### src/rtl/pbus_pkg.sv
package pbus_pkg;
   typedef enum logic [1:0] {
      KIND_CMD   = 2'd0,
      KIND_PARAM = 2'd1,
      KIND_READ  = 2'd2,
      KIND_ALT   = 2'd3
   } req_kind_e;

   localparam logic [1:0] WIDTH_WIDE = 2'd3;
   localparam int         N_STROBES  = 3;
   localparam int         S_CS       = 0;
   localparam int         S_WE       = 1;
   localparam int         S_RE       = 2;
endpackage

### src/rtl/pbus_tick_gen.sv
module pbus_tick_gen #(
   parameter bit HALF_RATE_EN = 1'b1
) (
   input  logic clk,
   input  logic rst_n,
   input  logic restart,
   input  logic run,
   input  logic half,
   output logic tick
);
   generate
      if (HALF_RATE_EN) begin : g_div
         logic phase;
         always_ff @(posedge clk or negedge rst_n) begin
            if (!rst_n)       phase <= 1'b0;
            else if (restart) phase <= 1'b0;
            else if (run)     phase <= ~phase;
         end
         assign tick = run && (!half || phase);
      end else begin : g_nodiv
         logic unused_half;
         assign unused_half = half & restart;
         assign tick = run;
      end
   endgenerate
endmodule

### src/rtl/pbus_window.sv
module pbus_window #(
   parameter int ON_W  = 4,
   parameter int OFF_W = 6
) (
   input  logic             enable,
   input  logic [OFF_W-1:0] count,
   input  logic [ON_W-1:0]  on_tick,
   input  logic [OFF_W-1:0] off_tick,
   output logic             strobe_n
);
   localparam int PAD = OFF_W - ON_W;
   logic [OFF_W-1:0] on_ext;
   assign on_ext   = {{PAD{1'b0}}, on_tick};
   assign strobe_n = !(enable && (count >= on_ext) && (count < off_tick));
endmodule

### src/rtl/pbus_cycle_ctrl.sv
module pbus_cycle_ctrl
   import pbus_pkg::*;
#(
   parameter int ON_W   = 4,
   parameter int OFF_W  = 6,
   parameter int DATA_W = 16
) (
   input  logic                         clk,
   input  logic                         rst_n,
   input  logic                         cfg_half_rate,
   input  logic [1:0]                   cfg_bus_width,
   input  logic [N_STROBES-1:0][ON_W-1:0]  cfg_on,
   input  logic [N_STROBES-1:0][OFF_W-1:0] cfg_off,
   input  logic [OFF_W-1:0]             cfg_wr_len,
   input  logic [OFF_W-1:0]             cfg_rd_len,
   input  logic [OFF_W-1:0]             cfg_sample,
   input  logic                         req_valid,
   input  logic [1:0]                   req_kind,
   input  logic [DATA_W-1:0]            req_data,
   input  logic [DATA_W-1:0]            dq_in,
   input  logic                         tick,
   output logic                         accept,
   output logic                         busy,
   output logic                         half_q,
   output logic [OFF_W-1:0]             count,
   output logic [N_STROBES-1:0][ON_W-1:0]  on_q,
   output logic [N_STROBES-1:0][OFF_W-1:0] off_q,
   output req_kind_e                    kind_q,
   output logic [DATA_W-1:0]            data_q,
   output logic [DATA_W-1:0]            rd_data,
   output logic                         rd_done
);
   localparam int HALF_W = DATA_W / 2;

   logic             wide_q;
   logic [OFF_W-1:0] len_q;
   logic [OFF_W-1:0] sample_q;
   logic [OFF_W:0]   count_next;
   logic             is_read;
   logic             req_wide;
   logic [DATA_W-1:0] req_masked;
   logic [DATA_W-1:0] in_masked;

   assign accept     = req_valid && !busy;
   assign is_read    = (kind_q == KIND_READ);
   assign count_next = {1'b0, count} + 1'b1;
   assign req_wide   = (cfg_bus_width == WIDTH_WIDE);
   assign req_masked = req_wide ? req_data : {{HALF_W{1'b0}}, req_data[HALF_W-1:0]};
   assign in_masked  = wide_q ? dq_in : {{HALF_W{1'b0}}, dq_in[HALF_W-1:0]};

   always_ff @(posedge clk or negedge rst_n) begin
      if (!rst_n) begin
         busy     <= 1'b0;
         count    <= '0;
         half_q   <= 1'b0;
         wide_q   <= 1'b0;
         on_q     <= '0;
         off_q    <= '0;
         len_q    <= '0;
         sample_q <= '0;
         kind_q   <= KIND_CMD;
         data_q   <= '0;
         rd_data  <= '0;
         rd_done  <= 1'b0;
      end else begin
         rd_done <= 1'b0;
         if (accept) begin
            busy     <= 1'b1;
            count    <= '0;
            half_q   <= cfg_half_rate;
            wide_q   <= req_wide;
            on_q     <= cfg_on;
            off_q    <= cfg_off;
            len_q    <= (req_kind == KIND_READ) ? cfg_rd_len : cfg_wr_len;
            sample_q <= cfg_sample;
            kind_q   <= req_kind_e'(req_kind);
            data_q   <= req_masked;
         end else if (busy && tick) begin
            if (is_read && (count == sample_q)) rd_data <= in_masked;
            if (count_next >= {1'b0, len_q}) begin
               busy    <= 1'b0;
               count   <= '0;
               rd_done <= is_read;
            end else begin
               count <= count_next[OFF_W-1:0];
            end
         end
      end
   end
endmodule

### src/rtl/pbus_timer.sv
module pbus_timer
   import pbus_pkg::*;
#(
   parameter int ON_W         = 4,
   parameter int OFF_W        = 6,
   parameter int DATA_W       = 16,
   parameter bit HALF_RATE_EN = 1'b1
) (
   input  logic              clk,
   input  logic              rst_n,
   input  logic              cfg_half_rate,
   input  logic [1:0]        cfg_bus_width,
   input  logic [ON_W-1:0]   cfg_cs_on,
   input  logic [OFF_W-1:0]  cfg_cs_off,
   input  logic [ON_W-1:0]   cfg_we_on,
   input  logic [OFF_W-1:0]  cfg_we_off,
   input  logic [ON_W-1:0]   cfg_re_on,
   input  logic [OFF_W-1:0]  cfg_re_off,
   input  logic [OFF_W-1:0]  cfg_wr_len,
   input  logic [OFF_W-1:0]  cfg_rd_len,
   input  logic [OFF_W-1:0]  cfg_sample,
   input  logic              req_valid,
   output logic              req_ready,
   input  logic [1:0]        req_kind,
   input  logic [DATA_W-1:0] req_data,
   output logic              busy,
   output logic              rd_done,
   output logic [DATA_W-1:0] rd_data,
   output logic              bus_cs_n,
   output logic              bus_we_n,
   output logic              bus_re_n,
   output logic              bus_dc,
   output logic [DATA_W-1:0] bus_dq_out,
   output logic              bus_dq_oe,
   input  logic [DATA_W-1:0] bus_dq_in
);
   generate
      if (ON_W < 1 || ON_W > OFF_W) begin : g_bad_on
         $error("pbus_timer: ON_W must be in 1..OFF_W");
      end
      if (DATA_W < 2 || (DATA_W % 2) != 0) begin : g_bad_data
         $error("pbus_timer: DATA_W must be even and at least 2");
      end
   endgenerate

   logic [N_STROBES-1:0][ON_W-1:0]  cfg_on;
   logic [N_STROBES-1:0][OFF_W-1:0] cfg_off;
   logic [N_STROBES-1:0][ON_W-1:0]  on_q;
   logic [N_STROBES-1:0][OFF_W-1:0] off_q;
   logic [N_STROBES-1:0]            win_en;
   logic [N_STROBES-1:0]            win_n;
   logic [OFF_W-1:0]                count;
   logic                            accept;
   logic                            half_q;
   logic                            tick;
   req_kind_e                       kind_q;
   logic [DATA_W-1:0]               data_q;
   logic                            is_read;

   assign cfg_on[S_CS]  = cfg_cs_on;
   assign cfg_on[S_WE]  = cfg_we_on;
   assign cfg_on[S_RE]  = cfg_re_on;
   assign cfg_off[S_CS] = cfg_cs_off;
   assign cfg_off[S_WE] = cfg_we_off;
   assign cfg_off[S_RE] = cfg_re_off;

   pbus_cycle_ctrl #(.ON_W(ON_W), .OFF_W(OFF_W), .DATA_W(DATA_W)) u_ctrl (
      .clk           (clk),
      .rst_n         (rst_n),
      .cfg_half_rate (cfg_half_rate),
      .cfg_bus_width (cfg_bus_width),
      .cfg_on        (cfg_on),
      .cfg_off       (cfg_off),
      .cfg_wr_len    (cfg_wr_len),
      .cfg_rd_len    (cfg_rd_len),
      .cfg_sample    (cfg_sample),
      .req_valid     (req_valid),
      .req_kind      (req_kind),
      .req_data      (req_data),
      .dq_in         (bus_dq_in),
      .tick          (tick),
      .accept        (accept),
      .busy          (busy),
      .half_q        (half_q),
      .count         (count),
      .on_q          (on_q),
      .off_q         (off_q),
      .kind_q        (kind_q),
      .data_q        (data_q),
      .rd_data       (rd_data),
      .rd_done       (rd_done)
   );

   pbus_tick_gen #(.HALF_RATE_EN(HALF_RATE_EN)) u_tick (
      .clk     (clk),
      .rst_n   (rst_n),
      .restart (accept),
      .run     (busy),
      .half    (half_q),
      .tick    (tick)
   );

   assign is_read      = (kind_q == KIND_READ);
   assign win_en[S_CS] = busy;
   assign win_en[S_WE] = busy && !is_read;
   assign win_en[S_RE] = busy && is_read;

   generate
      for (genvar s = 0; s < N_STROBES; s++) begin : g_win
         pbus_window #(.ON_W(ON_W), .OFF_W(OFF_W)) u_win (
            .enable   (win_en[s]),
            .count    (count),
            .on_tick  (on_q[s]),
            .off_tick (off_q[s]),
            .strobe_n (win_n[s])
         );
      end
   endgenerate

   assign bus_cs_n   = win_n[S_CS];
   assign bus_we_n   = win_n[S_WE];
   assign bus_re_n   = win_n[S_RE];
   assign bus_dc     = !(busy && kind_q == KIND_CMD);
   assign bus_dq_oe  = busy && !is_read;
   assign bus_dq_out = data_q;
   assign req_ready  = !busy;
endmodule

### config.mk
export PLATFORM = sky130hd
export DESIGN_NAME = pbus_timer
export DESIGN_NICKNAME = d
export VERILOG_FILES = /design/src/rtl/pbus_pkg.sv /design/src/rtl/pbus_tick_gen.sv /design/src/rtl/pbus_window.sv /design/src/rtl/pbus_cycle_ctrl.sv /design/src/rtl/pbus_timer.sv
export SDC_FILE = /design/constraint.sdc
export NUM_CORES = 1
export LEC_CHECK = 0
export BUFFER_PORTS_ARGS = -buffer_cell sky130_fd_sc_hd__clkbuf_2
export CAP_MARGIN = 20
export CORE_MARGIN = 2
export CORE_UTILIZATION = 27
export DETAILED_ROUTE_END_ITERATION = 10
export GPL_ROUTABILITY_DRIVEN = 0
export HOLD_SLACK_MARGIN = 0.15
export PLACE_DENSITY = 0.5
export SYNTH_ARGS = -nofsm -noshare
export SYNTH_HDL_FRONTEND = slang
export SYNTH_SLANG_ARGS = --single-unit
### constraint.sdc
create_clock -name clk -period 4.2 [get_ports clk]
set_input_delay 0.42 -clock clk [delete_from_list [all_inputs] [get_ports clk]]
set_output_delay 0.42 -clock clk [all_outputs]
set_load 0.01 [all_outputs]
; Yosys cells after proc, flatten, opt, wreduce, memory -nomap -nowiden
; Cells that the tools add are included.
[word_totals]
reg_bits = 87
input_bits = 88
elab_cells = 72
[op_classes]
n_reduce_logical = 27
n_eq_ne = 4
addsub = 1
n_mux = 14
magnitude_cmp = 7
bitwise_logic = 2
[ops]
columns = op, n
row1 = $mux W16, 2
row2 = $mux W6, 4
row3 = $ge A6 B4 Y1, 3
row4 = $lt A6 B6 Y1, 3
row5 = $logic_and A1 B1 Y1, 13
row6 = $mux W1, 8
row7 = $add A6 B1 Y7 const B, 1
row8 = $ge A7 B6 Y1, 1
row9 = $logic_not A1 Y1, 7
row10 = $eq A2 B2 Y1 const B, 3
row11 = $eq A6 B6 Y1, 1
row12 = $reduce_bool A2 Y1, 3
row13 = $reduce_and A3 Y1, 1
row14 = $logic_not A2 Y1, 1
row15 = $not A1 Y1, 2
row16 = $reduce_and A2 Y1, 1
row17 = $logic_or A1 B1 Y1, 1

; Logic depth before layout (Yosys ltp)
[depth]
ltp_word = 6
depth_mapped = 9
ltp_nobuf = 9

; Hierarchy
; Synthesis repeated with hierarchy kept, for this count alone.
[unflattened]
hier_cells = 468
area_unflattened_um2 = 4441.8
[modules_own_cells]
columns = module, n_inst, cells_each, area_per_inst_um2, seq_area_each_um2
row1 = pbus_cycle_ctrl, 1, 362, 3627.2, 2152.1
row2 = pbus_window, 3, 32, 246.5, 0.0
row3 = pbus_tick_gen, 1, 5, 48.8, 25.0
row4 = pbus_timer, 1, 5, 26.3, 0.0

; Worst setup path after synthesis
; OpenSTA, ideal clock, no wires.
[synth_timing]
kind = reg-to-reg
start = reg u_ctrl.count[1]
end = reg u_ctrl.count[1]
arrival_time_ns = 2.212
n_path_buf = 0
setup_slack_ns = 1.867
setup_ns = 0.122
path_stages_with_launch = 10
synth_period_minus_slack_ns = 2.333
required_time_ns = 4.078
cell_sequence = dfrtp_1 > ha_1 > nor2b_1 > or2_2 > ha_1 > nand2_1 > o21ai_0 > nand4_1 > and3_1 > a32o_1
[synth_between]
elab_chain_len = 5
[synth_lines]
columns = item, line_no
row1 = start: declaration, pbus_cycle_ctrl.sv:25  ; output logic [OFF_W-1:0] count,
row2 = start signal: assignment, pbus_cycle_ctrl.sv:85  ; count <= count_next[OFF_W-1:0];
row3 = $add A6 B1 Y7 *, pbus_cycle_ctrl.sv:46  ; assign count_next = {1'b0, count} + 1'b1;
row4 = $ge A7 B6 Y1, pbus_cycle_ctrl.sv:80  ; if (count_next >= {1'b0, len_q}) begin
row5 = $mux W6 *, pbus_cycle_ctrl.sv:80
row6 = $mux W6 *, pbus_cycle_ctrl.sv:78  ; end else if (busy && tick) begin
row7 = $mux W6 *, pbus_cycle_ctrl.sv:67  ; if (accept) begin
; Mark *: on every way between the ends. The rest lies on a longest branch, timed or not. The select of a mux whose other input is x is not followed.
; A chain may end at the register's enable or synchronous reset.

; Worst setup path in the final report
[layout_timing]
start = reg u_ctrl.count[0]
end = out bus_re_n
[layout_between]
elab_chain_len = 4
elab_cells_between_ends = 5
cone_classes = 2 x order compare / 3 x reduce/logical
[layout_lines]
columns = item, line_no
row1 = $ge A6 B4 Y1, pbus_window.sv:14  ; assign strobe_n = !(enable && (count >= on_ext) && (count < off_tick));
row2 = $logic_and A1 B1 Y1, pbus_window.sv:14
row3 = $logic_and A1 B1 Y1 *, pbus_window.sv:14
row4 = $logic_not A1 Y1 *, pbus_window.sv:14
row5 = end: declaration, pbus_timer.sv:31  ; output logic bus_re_n,
; Mark *: on every way between the ends. The rest lies on a longest branch, timed or not.

==> results.py <==
metrics = {
    "outcome": {
        "outcome": "completed",
    },
    "clocking": {
        "cts_tree": "built",
        "h-tree-depth": 3,
        "cts_buffer_depth": 2,
        "cts.sinks": 87,
        "cts_made_buffers": 9,
        "post_cts_buffers": 0,
        "clkLatencyLatePin_ns": 0.34,
        "clkTransAtPathRegs_ns": 0.06,
        "cts_root_buffer": "clkbuf_16",
    },
    "floorplanning": {
        "io_pins": 128,
        "initial_utilization": 0.274,
        "die_y_um": 131,
        "rows": 46,
        "die_w_um": 131,
        "core_um2": 15800,
        "die_area_um2": 17100,
    },
    "sta": {
        "rsz0062_at_grt": "no",
        "period_share": 0.697,
        "final_hold_viol_count": 0,
        "slew_viol_final": 0,
        "worst_pin_slew_ns": 0.932,
        "fmax_ghz": 0.342,
        "min_period_ns": 2.93,
        "fin_tns_setup_ns": 0,
        "slew_headroom": 0.374,
        "final.setup.worst_slack_ns": 1.27,
        "setup_viol": 0,
        "clock_skew_ns": 0.00441,
    },
    "logic_synthesis": {
        "syn_nets": 558,
        "yosysTopAreaCell": "dfrtp_1",
        "yosysWarnings": 0,
        "netlist_instances": 436,
        "syn-mean-instance-area_um2": 9.93,
        "synth_xor_area_frac": 0.0182,
        "synth_area_leaders": "dfrtp_1 50%, ha_1 9.8%, nand2_1 9.5%, o21ai_0 3.7%, inv_1 3.3%",
        "netlist.area_leader.share": 0.503,
        "synth-seq-cells": 87,
        "synth-compound-area-share": 0.112,
        "synth.area.mux_share": 0.0549,
        "synthAdderAreaFrac": 0.0983,
        "synth_top_family_by_area": "simple AND/OR/NAND/NOR gates",
        "yosys.area_share.simple": 0.160,
        "syn-cell-area_um2": 4330,
        "ys_seq_area_frac": 0.503,
        "synth.distinct_cells": 45,
    },
    "placed_design": {
        "placed_cells": 763,
        "dpl.hpwl_mm": 8.30,
        "place_ws_ns": 1.60,
        "io_buffers": 127,
    },
    "power": {
        "swShare": 0.372,
        "irDropWorstVdd_mv": 0.238,
        "power_density_nw_per_um2": 685,
        "p_comb_frac": 0.398,
        "p_leak_nw": 2.88,
        "seqPwrFrac": 0.389,
        "power_mw": 3.78,
        "switchingPower_mw": 1.41,
        "p_int_mw": 2.37,
        "clockPowerShare": 0.213,
    },
    "worst_setup_path": {
        "startpoint_type": "register",
        "worstSetupPathType": "reg -> out",
        "worstPathRequired_ns": 3.78,
        "end_kind": "output pin",
        "critPathArrivalTime_ns": 2.51,
        "path_max_fanout": 8,
    },
    "global_route": {
        "grt.overflow.total": 0,
        "grt_pass1_vias": 3411,
        "grt_max_degree": 88,
        "grt_antenna_before_repair": 0,
        "grt_pass1_wl_mm": 17.5,
        "grt_use_total": 0.134,
    },
    "route": {
        "viasPerCell": 4.33,
        "wl_per_cell_um": 14.1,
        "first_iter_violations": 126,
        "ant_nets": 0,
        "drcViolationCount": 0,
        "drt_pass1_iterations": 4,
        "num_vias": 3388,
        "wl_mm": 11.0,
    },
    "final_layout": {
        "fillers": 1693,
        "final_util": 0.350,
        "fin_nets": 683,
        "diodes": 0,
        "drive_gt1_frac": 0.297,
        "layout_commonest_cell": "clkbuf_2",
        "syn_to_final_growth_pct": 27.4,
        "stdcell_count": 782,
        "final_cell_mix": "126 x clkbuf_2, 109 x nand2_1, 87 x dfrtp_1",
    },
    "flow_run": {
        "cap_violations": 0,
    },
    "min_path": {
        "hold_path_class": "in -> reg",
    },
}
[worst max-delay path: stages, from the launching register on]
cell and delay [ns]:
dfrtp_1 0.50, inv_1 0.17, ha_1 0.31, nand2b_1 0.14
a21o_1 0.17, a21o_1 0.17, a2111oi_0 0.38, or3b_2 0.20
clkbuf_2 0.13
[sequential cells by signal, indices dropped and copies added, names as in the netlist]
register / cells
u_ctrl.busy: 1
u_ctrl.count: 6
u_ctrl.data_q: 16
u_ctrl.half_q: 1
u_ctrl.kind_q: 2
u_ctrl.len_q: 6
u_ctrl.off_q: 18
u_ctrl.on_q: 12
u_ctrl.rd_data: 16
u_ctrl.rd_done: 1
u_ctrl.sample_q: 6
u_ctrl.wide_q: 1
u_tick.g_div.phase: 1
[repair_timing]
action                                 4_1_cts  5_1_grt
endpoints found under the hold margin        0       40
resized for setup                            0        0
hold buffers                                 0        1
[metrics by stage]
step                      area [um^2]  hold WS [ns]
after global placement           5160         0.463
final                            5520         0.264
after detailed placement         5160         0.469
after floorplan                  4330         0.124
after global routing             5520         0.262
after CTS                        5460         0.248
[path summary, 6_finish.rpt]
kind	cells after the start	slack (ns)	endpoint	start
max in group asynchronous	3	2.98	u_ctrl.sample_q[1]	rst_n
hold reg to reg	1	0.48	u_tick.g_div.phase	u_tick.g_div.phase
setup / recovery	8	1.27	bus_re_n	u_ctrl.count[0]
hold / removal	3	0.26	u_ctrl.data_q[5]	req_data[5]
min in group asynchronous	2	0.60	u_ctrl.data_q[15]	rst_n
setup reg to reg	9	1.54	u_ctrl.count[3]	u_ctrl.count[1]
[power by group through the flow]
stage	Combinational [mW]	Sequential (mW)	Clock [mW]
2_1_floorplan	0.990	1.46	0
3_3_place_gp	1.48	1.47	0
3_5_place_dp	1.52	1.49	0
4_1_cts	1.53	1.48	0.833
5_1_grt	1.74	1.52	0.865
6_report	1.50	1.47	0.806
[kinds of logic (layout without fill, tap and decap cells)]
| group | after synthesis | after routing |
|---|---|---|
| XOR/XNOR | 9 | 9 |
| AO/OA/AOI/OAI | 76 | 76 |
| adder cells (fa/ha/maj) | 34 | 34 |
| flip-flops | 87 | 87 |
| buffers and inverters | 57 | 187 |
| AND/OR/NAND/NOR | 151 | 151 |
| multiplexers | 22 | 22 |
[layout make-up]
cell class | count | area, um^2 | share of cell area
inverters | 39 | 146 | 0.0265
flip-flops and latches | 87 | 2180 | 0.395
clock buffers | 10 | 239 | 0.0433
clock inverters | 6 | 60.1 | 0.0109
repair buffers | 132 | 706 | 0.128
well taps | 216 | 270 | 0.0490
multi-input cells | 292 | 1920 | 0.348
[layer usage]
| layer | global-route usage | share of wire |
|---|---|---|
| met3 | 0.0371 | 0.047 |
| met1 | 0.178 | 0.46 |
| met5 | 0 | 0 |
| met4 | 0.0563 | 0.025 |
| met2 | 0.207 | 0.47 |
[Yosys cell counts]
library cell and number:
nor3_1 2, buf_2 1, buf_1 7, or3b_2 1, nor4_1 1, or3_2 1
a21o_1 4, and2b_2 1, mux2_2 6, buf_6 1, inv_1 38, nand2b_4 1
nand2b_1 3, o2111ai_1 1, a21oi_1 15, a211o_2 1, mux2_4 2, dfrtp_1 87
nor2_1 10, o21ai_0 32, nand3_1 5, nor2b_1 6, clkbuf_1 8, inv_2 1
nor4_4 1, nor2_8 1, ha_1 34, a211o_1 2, buf_8 1, o211ai_1 3
nand4_2 1, nand4_1 2, a21o_2 1, xor2_1 1, and2b_4 1, and3_1 3
a32o_1 4, or2_2 1, and2_2 1, nand2_1 109, xnor2_1 8, mux2i_1 14
a22o_1 8, a21boi_0 3, a2111oi_0 2
No activity file was read; power rests on OpenSTA's default activity.
